===== config.mk =====
export PLATFORM = sky130hd
export DESIGN_NAME = resid_addr_tracker
export DESIGN_NICKNAME = d
export VERILOG_FILES = /design/src/rtl/resid_pkg.sv /design/src/rtl/resid_ctl.sv /design/src/rtl/resid_dp.sv /design/src/rtl/resid_addr_tracker.sv
export SDC_FILE = /design/constraint.sdc
export NUM_CORES = 1
export LEC_CHECK = 0
export BUFFER_PORTS_ARGS = -buffer_cell sky130_fd_sc_hd__buf_4
export CORE_MARGIN = 2
export CORE_UTILIZATION = 47
export CTS_CLUSTER_DIAMETER = 60
export DETAILED_ROUTE_END_ITERATION = 12
export PLACE_DENSITY_LB_ADDON = 0.15
export SLEW_MARGIN = 20
export SYNTH_ARGS = -nofsm -noshare
export SYNTH_HDL_FRONTEND = slang
export SYNTH_SLANG_ARGS = --single-unit

===== constraint.sdc =====
create_clock -name clk -period 1.95 [get_ports clk]
set_input_delay 0.2925 -clock clk [delete_from_list [all_inputs] [get_ports clk]]
set_output_delay 0.2925 -clock clk [all_outputs]
set_load 0.005 [all_outputs]

===== src/rtl/resid_pkg.sv =====
package resid_pkg;

  // Strobes from control to datapath for one clock cycle.
  typedef struct packed {
    logic loadStart;
    logic incAddr;
    logic markSector;
    logic rewind;
    logic setCrc;
    logic setSeq;
    logic bumpId;
  } ctlStrobes_t;

  // Status bit n sits at vector index 15-n (bit 0 is the MSB).
  function automatic logic [15:0] msbBit(input int n);
    return 16'h8000 >> n;
  endfunction

  localparam logic [15:0] ISW_CRC  = msbBit(3) | msbBit(5) | msbBit(11) | msbBit(13) | msbBit(15);
  localparam logic [15:0] ISW_SEQ  = msbBit(3) | msbBit(11) | msbBit(13) | msbBit(15);
  localparam logic [15:0] ISWX_CRC = msbBit(4);
  localparam logic [15:0] ISWX_SEQ = msbBit(1);

endpackage


===== src/rtl/resid_ctl.sv =====
module resid_ctl
  import resid_pkg::*;
(
  input  logic        clk,
  input  logic        sysRstN,
  input  logic        startXfer,
  input  logic        multiSector,
  input  logic        wordDone,
  input  logic        sectorStart,
  input  logic        idDone,
  input  logic        idCrcErr,
  input  logic        idMatch,
  input  logic        haltCmd,
  output ctlStrobes_t strobes,
  output logic        xferActive,
  output logic        irqPulse
);

  logic active;
  logic multiQ;
  logic irqQ;
  logic accept;
  logic crcFault;
  logic seqFault;
  logic anyFault;

  always_comb begin
    accept   = active && !haltCmd;
    crcFault = accept && idDone && idCrcErr;
    seqFault = accept && idDone && !idCrcErr && multiQ && !idMatch;
    anyFault = crcFault || seqFault;

    strobes            = '0;
    strobes.loadStart  = startXfer && !active;
    strobes.incAddr    = accept && wordDone && !anyFault;
    strobes.markSector = accept && sectorStart;
    strobes.rewind     = anyFault;
    strobes.setCrc     = crcFault;
    strobes.setSeq     = seqFault;
    strobes.bumpId     = accept && idDone && !anyFault;
  end

  always_ff @(posedge clk) begin
    if (!sysRstN) begin
      active <= 1'b0;
      multiQ <= 1'b0;
      irqQ   <= 1'b0;
    end else begin
      irqQ <= anyFault;
      if (strobes.loadStart) begin
        active <= 1'b1;
        multiQ <= multiSector;
      end else if (haltCmd || anyFault) begin
        active <= 1'b0;
      end
    end
  end

  assign xferActive = active;
  assign irqPulse   = irqQ;

endmodule


===== src/rtl/resid_dp.sv =====
module resid_dp
  import resid_pkg::*;
#(
  parameter int ADDR_W = 16,
  parameter int ID_W   = 8
) (
  input  logic              clk,
  input  logic              sysRstN,
  input  ctlStrobes_t       strobes,
  input  logic [ADDR_W-1:0] startAddr,
  input  logic [ID_W-1:0]   firstId,
  input  logic [ID_W-1:0]   sectorId,
  input  logic              sectorStart,
  input  logic              residReq,
  output logic              idMatch,
  output logic [ADDR_W-1:0] dataAddr,
  output logic [ADDR_W-1:0] residAddr,
  output logic              residValid,
  output logic [15:0]       isw,
  output logic [15:0]       iswx
);

  localparam logic [ADDR_W-1:0] ADDR_ONE = ADDR_W'(1);
  localparam logic [ID_W-1:0]   ID_ONE   = ID_W'(1);

  logic [ADDR_W-1:0] addrQ;
  logic [ADDR_W-1:0] sectorBase;
  logic [ADDR_W-1:0] rewindTarget;
  logic [ID_W-1:0]   expId;

  assign idMatch      = (sectorId == expId);
  assign rewindTarget = sectorStart ? addrQ : sectorBase;

  always_ff @(posedge clk) begin
    if (!sysRstN) begin
      addrQ      <= '0;
      sectorBase <= '0;
      expId      <= '0;
      isw        <= '0;
      iswx       <= '0;
      residAddr  <= '0;
      residValid <= 1'b0;
    end else begin
      residValid <= residReq;
      if (residReq) residAddr <= addrQ;

      if (strobes.loadStart) begin
        addrQ      <= startAddr;
        sectorBase <= startAddr;
        expId      <= firstId;
        isw        <= '0;
        iswx       <= '0;
      end else begin
        if (strobes.markSector) sectorBase <= addrQ;
        if (strobes.rewind)       addrQ <= rewindTarget;
        else if (strobes.incAddr) addrQ <= addrQ + ADDR_ONE;
        if (strobes.bumpId) expId <= expId + ID_ONE;
        if (strobes.setCrc) begin
          isw  <= ISW_CRC;
          iswx <= ISWX_CRC;
        end else if (strobes.setSeq) begin
          isw  <= ISW_SEQ;
          iswx <= ISWX_SEQ;
        end
      end
    end
  end

  assign dataAddr = addrQ;

endmodule


===== src/rtl/resid_addr_tracker.sv =====
module resid_addr_tracker
  import resid_pkg::*;
#(
  parameter int ADDR_W = 16,
  parameter int ID_W   = 8
) (
  input  logic              clk,
  input  logic              sysRstN,
  input  logic              startXfer,
  input  logic [ADDR_W-1:0] startAddr,
  input  logic [ID_W-1:0]   firstId,
  input  logic              multiSector,
  input  logic              wordDone,
  input  logic              sectorStart,
  input  logic              idDone,
  input  logic [ID_W-1:0]   sectorId,
  input  logic              idCrcErr,
  input  logic              haltCmd,
  input  logic              residReq,
  output logic [ADDR_W-1:0] residAddr,
  output logic              residValid,
  output logic [15:0]       isw,
  output logic [15:0]       iswx,
  output logic              xferActive,
  output logic              chanEndIrq,
  output logic              devEndIrq
);

  ctlStrobes_t       strobes;
  logic              idMatch;
  logic              irqPulse;
  logic [ADDR_W-1:0] dataAddr;

  resid_ctl u_ctl (
    .clk         (clk),
    .sysRstN     (sysRstN),
    .startXfer   (startXfer),
    .multiSector (multiSector),
    .wordDone    (wordDone),
    .sectorStart (sectorStart),
    .idDone      (idDone),
    .idCrcErr    (idCrcErr),
    .idMatch     (idMatch),
    .haltCmd     (haltCmd),
    .strobes     (strobes),
    .xferActive  (xferActive),
    .irqPulse    (irqPulse)
  );

  resid_dp #(.ADDR_W(ADDR_W), .ID_W(ID_W)) u_dp (
    .clk         (clk),
    .sysRstN     (sysRstN),
    .strobes     (strobes),
    .startAddr   (startAddr),
    .firstId     (firstId),
    .sectorId    (sectorId),
    .sectorStart (sectorStart),
    .residReq    (residReq),
    .idMatch     (idMatch),
    .dataAddr    (dataAddr),
    .residAddr   (residAddr),
    .residValid  (residValid),
    .isw         (isw),
    .iswx        (iswx)
  );

  assign chanEndIrq = irqPulse;
  assign devEndIrq  = irqPulse;

endmodule


# Word level (Yosys, flattened, before mapping)
# Index checks and enable logic that the tools add are counted.
# Widths: inputs -> output; s select.
# classes
add_sub_neg,2
n_mul,0
div,0
n_lt_le_gt_ge,0
eq_ne,2
shift,0
muxes,14
bitwise_logic,1
reduce_logical,26
# op_table
op,n
$mux 16,6
$mux 13,2
$mux 12,2
$add 16x1->16 const B,1
$mux 8,2
$logic_and 1x1->1,11
$add 8x1->8 const B,1
$eq 8x8->1,1
$reduce_bool 2->1,4
$logic_not 1->1,5
$ne 3x3->1 const B,1
$reduce_bool 3->1,1
$reduce_or 3->1,1
$logic_or 1x1->1,2
$mux 1,2
$reduce_and 2->1,1
$reduce_or 2->1,1
$not 1->1,1
# word_totals
regBits,67
latchBits,0
ramBits,0
romBits,0
input_bits,42
output_inout_bits,52
wordCells,56
memories,0

# Longest topological paths before layout
# logic_depth
word_depth,12
mapped_depth,9
ltp_nobuf,7

# Modules after synthesis
# From an unflattened synthesis, not the netlist that was laid out.
# unflattened
hier_cells,420
area_unflattened_um2,3628.5
# modules_own_cells
mod,n_inst,cells_per_inst,area_per_inst_um2,seq_area_each_um2
resid_dp,1,394,3414.5,1201.2
resid_ctl,1,25,206.4,60.1
resid_addr_tracker,1,1,7.5,0.0

# Worst setup path before layout
# No wires, ideal clock.
# synth_path
kind,register to register
from,register u_dp.expId[3]
to,"register u_dp.addrQ[0], in the netlist u_dp.dataAddr[0]"
setup_time_ns,0.070
arrival_ns,1.827
required_time_ns,1.880
path_slack_ns,0.053
path_stages_with_launch,10
n_path_buf,2
period_less_slack_ns,1.897
path_cell_list,dfxtp_1 > buf_2 > xor2_1 > nor4_2 > a21oi_2 > nor2_8 > mux2i_2 > buf_4 > o221ai_1 > a21oi_1
# synth_via
elab_chain_cells,8
elab_cells_between_ends,11
classes_between,eq/ne (2); mux (2); reduce/logical (7)
# synth_rtl
item,line,text
"start, declared",resid_dp.sv:29,logic [ID_W-1:0] expId;
"start signal, assigned",resid_dp.sv:50,expId <= firstId;
"start signal, assigned",resid_dp.sv:57,if (strobes.bumpId) expId <= expId + ID_ONE;
$eq 8x8->1 *,resid_dp.sv:31,assign idMatch = (sectorId == expId);
$logic_not 1->1 *,resid_ctl.sv:30,seqFault = accept && idDone && !idCrcErr && multiQ && !idMatch;
$logic_and 1x1->1 *,resid_ctl.sv:30,
$logic_or 1x1->1 *,resid_ctl.sv:31,anyFault = crcFault || seqFault;
$logic_not 1->1,resid_ctl.sv:35,strobes.incAddr = accept && wordDone && !anyFault;
$logic_and 1x1->1,resid_ctl.sv:35,
$reduce_bool 3->1 (no line),n/a,
$reduce_and 2->1 (no line),n/a,
"end signal, assigned",resid_dp.sv:48,addrQ <= startAddr;
"end signal, assigned",resid_dp.sv:55,if (strobes.rewind) addrQ <= rewindTarget;
"end signal, assigned",resid_dp.sv:56,else if (strobes.incAddr) addrQ <= addrQ + ADDR_ONE;
"end, declared",resid_dp.sv:26,logic [ADDR_W-1:0] addrQ;
# Every way passes the cells marked *; elsewhere a longest branch is shown, timed or not.
# A chain may end at the register's enable or synchronous reset.

# Final worst setup path
# layout_path
from,register u_dp.expId[6]
to,"register u_dp.addrQ[7], in the netlist u_dp.dataAddr[7]"
# Same word-level chain as after synthesis.

==> qor.yml <==
place_area_sq_um: 3835
seqPwrFrac_pct: 44.6
drv_cap: 0
period_minus_slack_ns: 1.966
status: "complete, but fails checks"
cp-end-kind: "register"
worstRegToRegCells: 9
worstHoldPathCells: 3
syn_avg_cell_area_sq_um: 8.271
synth_top_family_by_area: "simple AND/OR/NAND/NOR gates"
final_area_sq_um: 4115
worst_hold_path_type: "in2reg"
peakVddDrop_mv: 0.4455
portBuffers: 68
rows: 30
finalHoldViolCount: 0
synth_compound_area_share_pct: 16.01
slowest_stage: "dfxtp_2"
utilization_pct: 60.91
finalSetupViolations: 4
power_uw: 3254
hold_start: "multiSector"
critPathMostFrequentCell: "buf_4"
powerDensity_nw_per_um2: 790.7
startpoint_type: "register"
arrival_ns: 2.24
ys_types: 39
ys_async_sr_fraction_pct: 0
cts_root_buf: "clkbuf_8"
synthTopCellsByArea: "dfxtp_1, nand2_1, buf_4, xor2_1, mux2i_1"
clkPwrFrac_pct: 38.2
vias: 2921
switching_share_pct: 26.27
p_int_uw: 2399
skew_ns: 0.007139
ys_seq_elements: 63
drtIter0Drc: 176
rsz0062_at_grt: "yes"
num_antenna_cells: 0
drt-total-wl_um: 7871
combPwrFrac_pct: 17.2
period_share_pct: 100.8
dr.pass1.iters: 4
power.switching_uw: 854.9
dp_cells: 539
grt_pass1_wl_um: 12650
path_clk_slew_ns: 0.07
viasPerCell: 5.244
yosysSeqAreaShare_pct: 38.80
die_area_sq_um: 7598
cts.sinks: 63
yosys.area_share.simple_pct: 18.98
ys.flop_type: "dfxtp_1"
reg2reg_setup_slack_ns: -0.02
clk_latency_ns: 0.34
core_region_area_sq_um: 6756
place_congestion: 0.8137
cp.required_ns: 2.22
drive_gt1_share_pct: 26.42
failed_checks: "negative setup slack"
start_util_pct: 48.11
max_clock_freq_mhz: 508.7
critical_path_class: "reg2reg"
die_x_um: 87.17
avgRoutedWirePerCell_um: 14.13
cp_num_buf_inv: 2
drc: 0
synth_edf_count: 0
synthAdderAreaFrac_pct: 0.7698
htreeDepth: 3
fin_nets: 517
synth_largest_area_cell: "dfxtp_1"
cts_buffers: 9
crit_family: "simple AND/OR/NAND/NOR gates"
io_pins: 94
tritoncts: "built"
yosysWarnings: 0
netlist_area_sq_um: 3251
synth_top_area_share_pct: 38.80
cts_hold_buffers: 0
slowest_delay_ns: 0.33
final_cells: 557
setup_ws_ns: -0.01593
die_h_um: 87.17
cts_buffer_depth: 2
synth-xor-area-share_pct: 7.814
hpwlAfterDp_um: 5301
timing.rr.start: "u_dp.expId[6]"
min_to: "u_ctl.multiQ"
ant_nets: 0
muxShareOfSynthArea_pct: 6.428
grt_pass1_vias: 2653
grt_max_degree: 30
cp_cell_sequence: "xor2_1, nor4_2, buf_4, a21oi_4, nor2_8, mux2i_4, buf_4, o21ai_0, a31oi_1"
critPathMaxFanout: 5
p_leak_uw: 0.001851
postSynthCellCount: 393
track_usage_pct: 21.12
slew_violations: 0
overflow: 0
antenna_found_initial: 0
regToRegEndpoint: "u_dp.dataAddr[7]"
synthToLayoutAreaGrowth_pct: 26.60
layer usage:
| metal | vias to the layer above | routed length, um | GRT usage [%] |
|---|---|---|---|
| li1 | 1467 | - | - |
| met1 | 1369 | 3453 | 28.61 |
| met2 | 81 | 3893 | 33.59 |
| met3 | 4 | 483 | 4.929 |
| met4 | 0 | 40 | 6.294 |
| met5 | - | 0 | 0 |
through the flow:
stage	worst slack, ns	TNS (ns)	hold slack (ns)
2_1_floorplan	0.05285	0	0.4285
3_3_place_gp	-0.06520	-0.8184	0.4426
3_5_place_dp	-0.1739	-1.908	0.4481
4_1_cts	0.01681	0	0.1897
5_1_grt	-0.1440	-1.923	0.1977
6_report	-0.01593	-0.02971	0.2006
worst reg2reg max path, cell delays in order (launching register included):
cell	delay [ns]
dfxtp_2	0.33
xor2_1	0.17
nor4_2	0.27
buf_4	0.17
a21oi_4	0.08
nor2_8	0.15
mux2i_4	0.32
buf_4	0.19
o21ai_0	0.07
a31oi_1	0.15
worst max-delay path by stage:
stage,slack [ns],cells after the start,start,to
final,-0.02,9,u_dp.expId[6],u_dp.dataAddr[7]
after global routing,-0.14,9,u_dp.expId[6],u_dp.dataAddr[14]
after CTS,0.02,9,u_dp.expId[4],u_dp.dataAddr[12]
after detailed placement,-0.17,9,sectorId[6],u_dp.dataAddr[7]
after global placement,-0.07,9,sectorId[6],u_dp.dataAddr[14]
after floorplan,0.05,9,u_dp.expId[3],u_dp.dataAddr[0]
area by class of cell:
type                       instances  area [sq um]
fill                             642          2641
multi-input combinational        294          1757
sequential                        63          1262
timing repair buffer             102         773.2
clock buffer                      11         141.4
tap                               80         100.1
clock inverter                     4         70.07
inverter                           3         11.26
state kept, by name (all words and copies together), names as in the netlist:
name,count
u_dp.expId,8
u_ctl.multiQ,1
u_ctl.irqPulse,1
u_dp.dataAddr,16
u_dp.residValid,1
u_dp.isw,2
u_ctl.xferActive,1
u_dp.residAddr,16
u_dp.sectorBase,16
u_dp.iswx,1
cells by family (layout without fill, tap and decap cells):
kind of cell / count (synthesis) / in the layout
multiplexers: 20 / 20
flip-flops: 63 / 63
other: 1 / 25
buffers and inverters: 60 / 120
XOR/XNOR: 29 / 29
adder cells (fa/ha/maj): 2 / 2
AND/OR/NAND/NOR: 135 / 135
AO/OA/AOI/OAI: 83 / 83
placed cells by master (no fill, tap or decap), types with 12 or more instances in the layout:
cell      netlist  routed
mux2i_1        18      18
conb_1          1      25
dfxtp_1        63      62
o21ai_0        18      17
o211ai_1       14      14
xor2_1         24      24
buf_4          31     100
a21oi_1        12      12
a31oi_1        28      28
nor2_1         28      28
nand2_1        72      72
cell usage after synthesis, types with 2 or more instances:
library cell	instances
buf_6	2
o21ai_0	18
ha_1	2
nand3_1	5
clkbuf_1	19
inv_1	3
buf_4	31
and3_1	7
dfxtp_1	63
a22oi_1	2
nor4_2	2
mux2i_1	18
nor2b_1	2
nand2_1	72
a31oi_1	28
nor3_1	4
xnor2_1	5
xor2_1	24
buf_2	3
and2_1	3
o211ai_1	14
nand4_1	7
nor2_1	28
buf_1	2
a21oi_1	12
a211oi_1	4
timing repair:
action,CTS,global route
cloned,0,2
resized for setup,2,10
buffers inserted,1,0
pin swaps,1,2
setup endpoints to repair,16,16
power by group through the flow:
| stage | Sequential [uW] | Clock, uW | Combinational [uW] |
|---|---|---|---|
| after floorplan | 1470 | 0 | 348 |
| after global placement | 1480 | 0 | 526 |
| after detailed placement | 1480 | 0 | 535 |
| after CTS | 1450 | 1260 | 543 |
| after global routing | 1460 | 1320 | 626 |
| final | 1450 | 1240 | 561 |
Note: power is estimated with default switching activity, not from simulation.
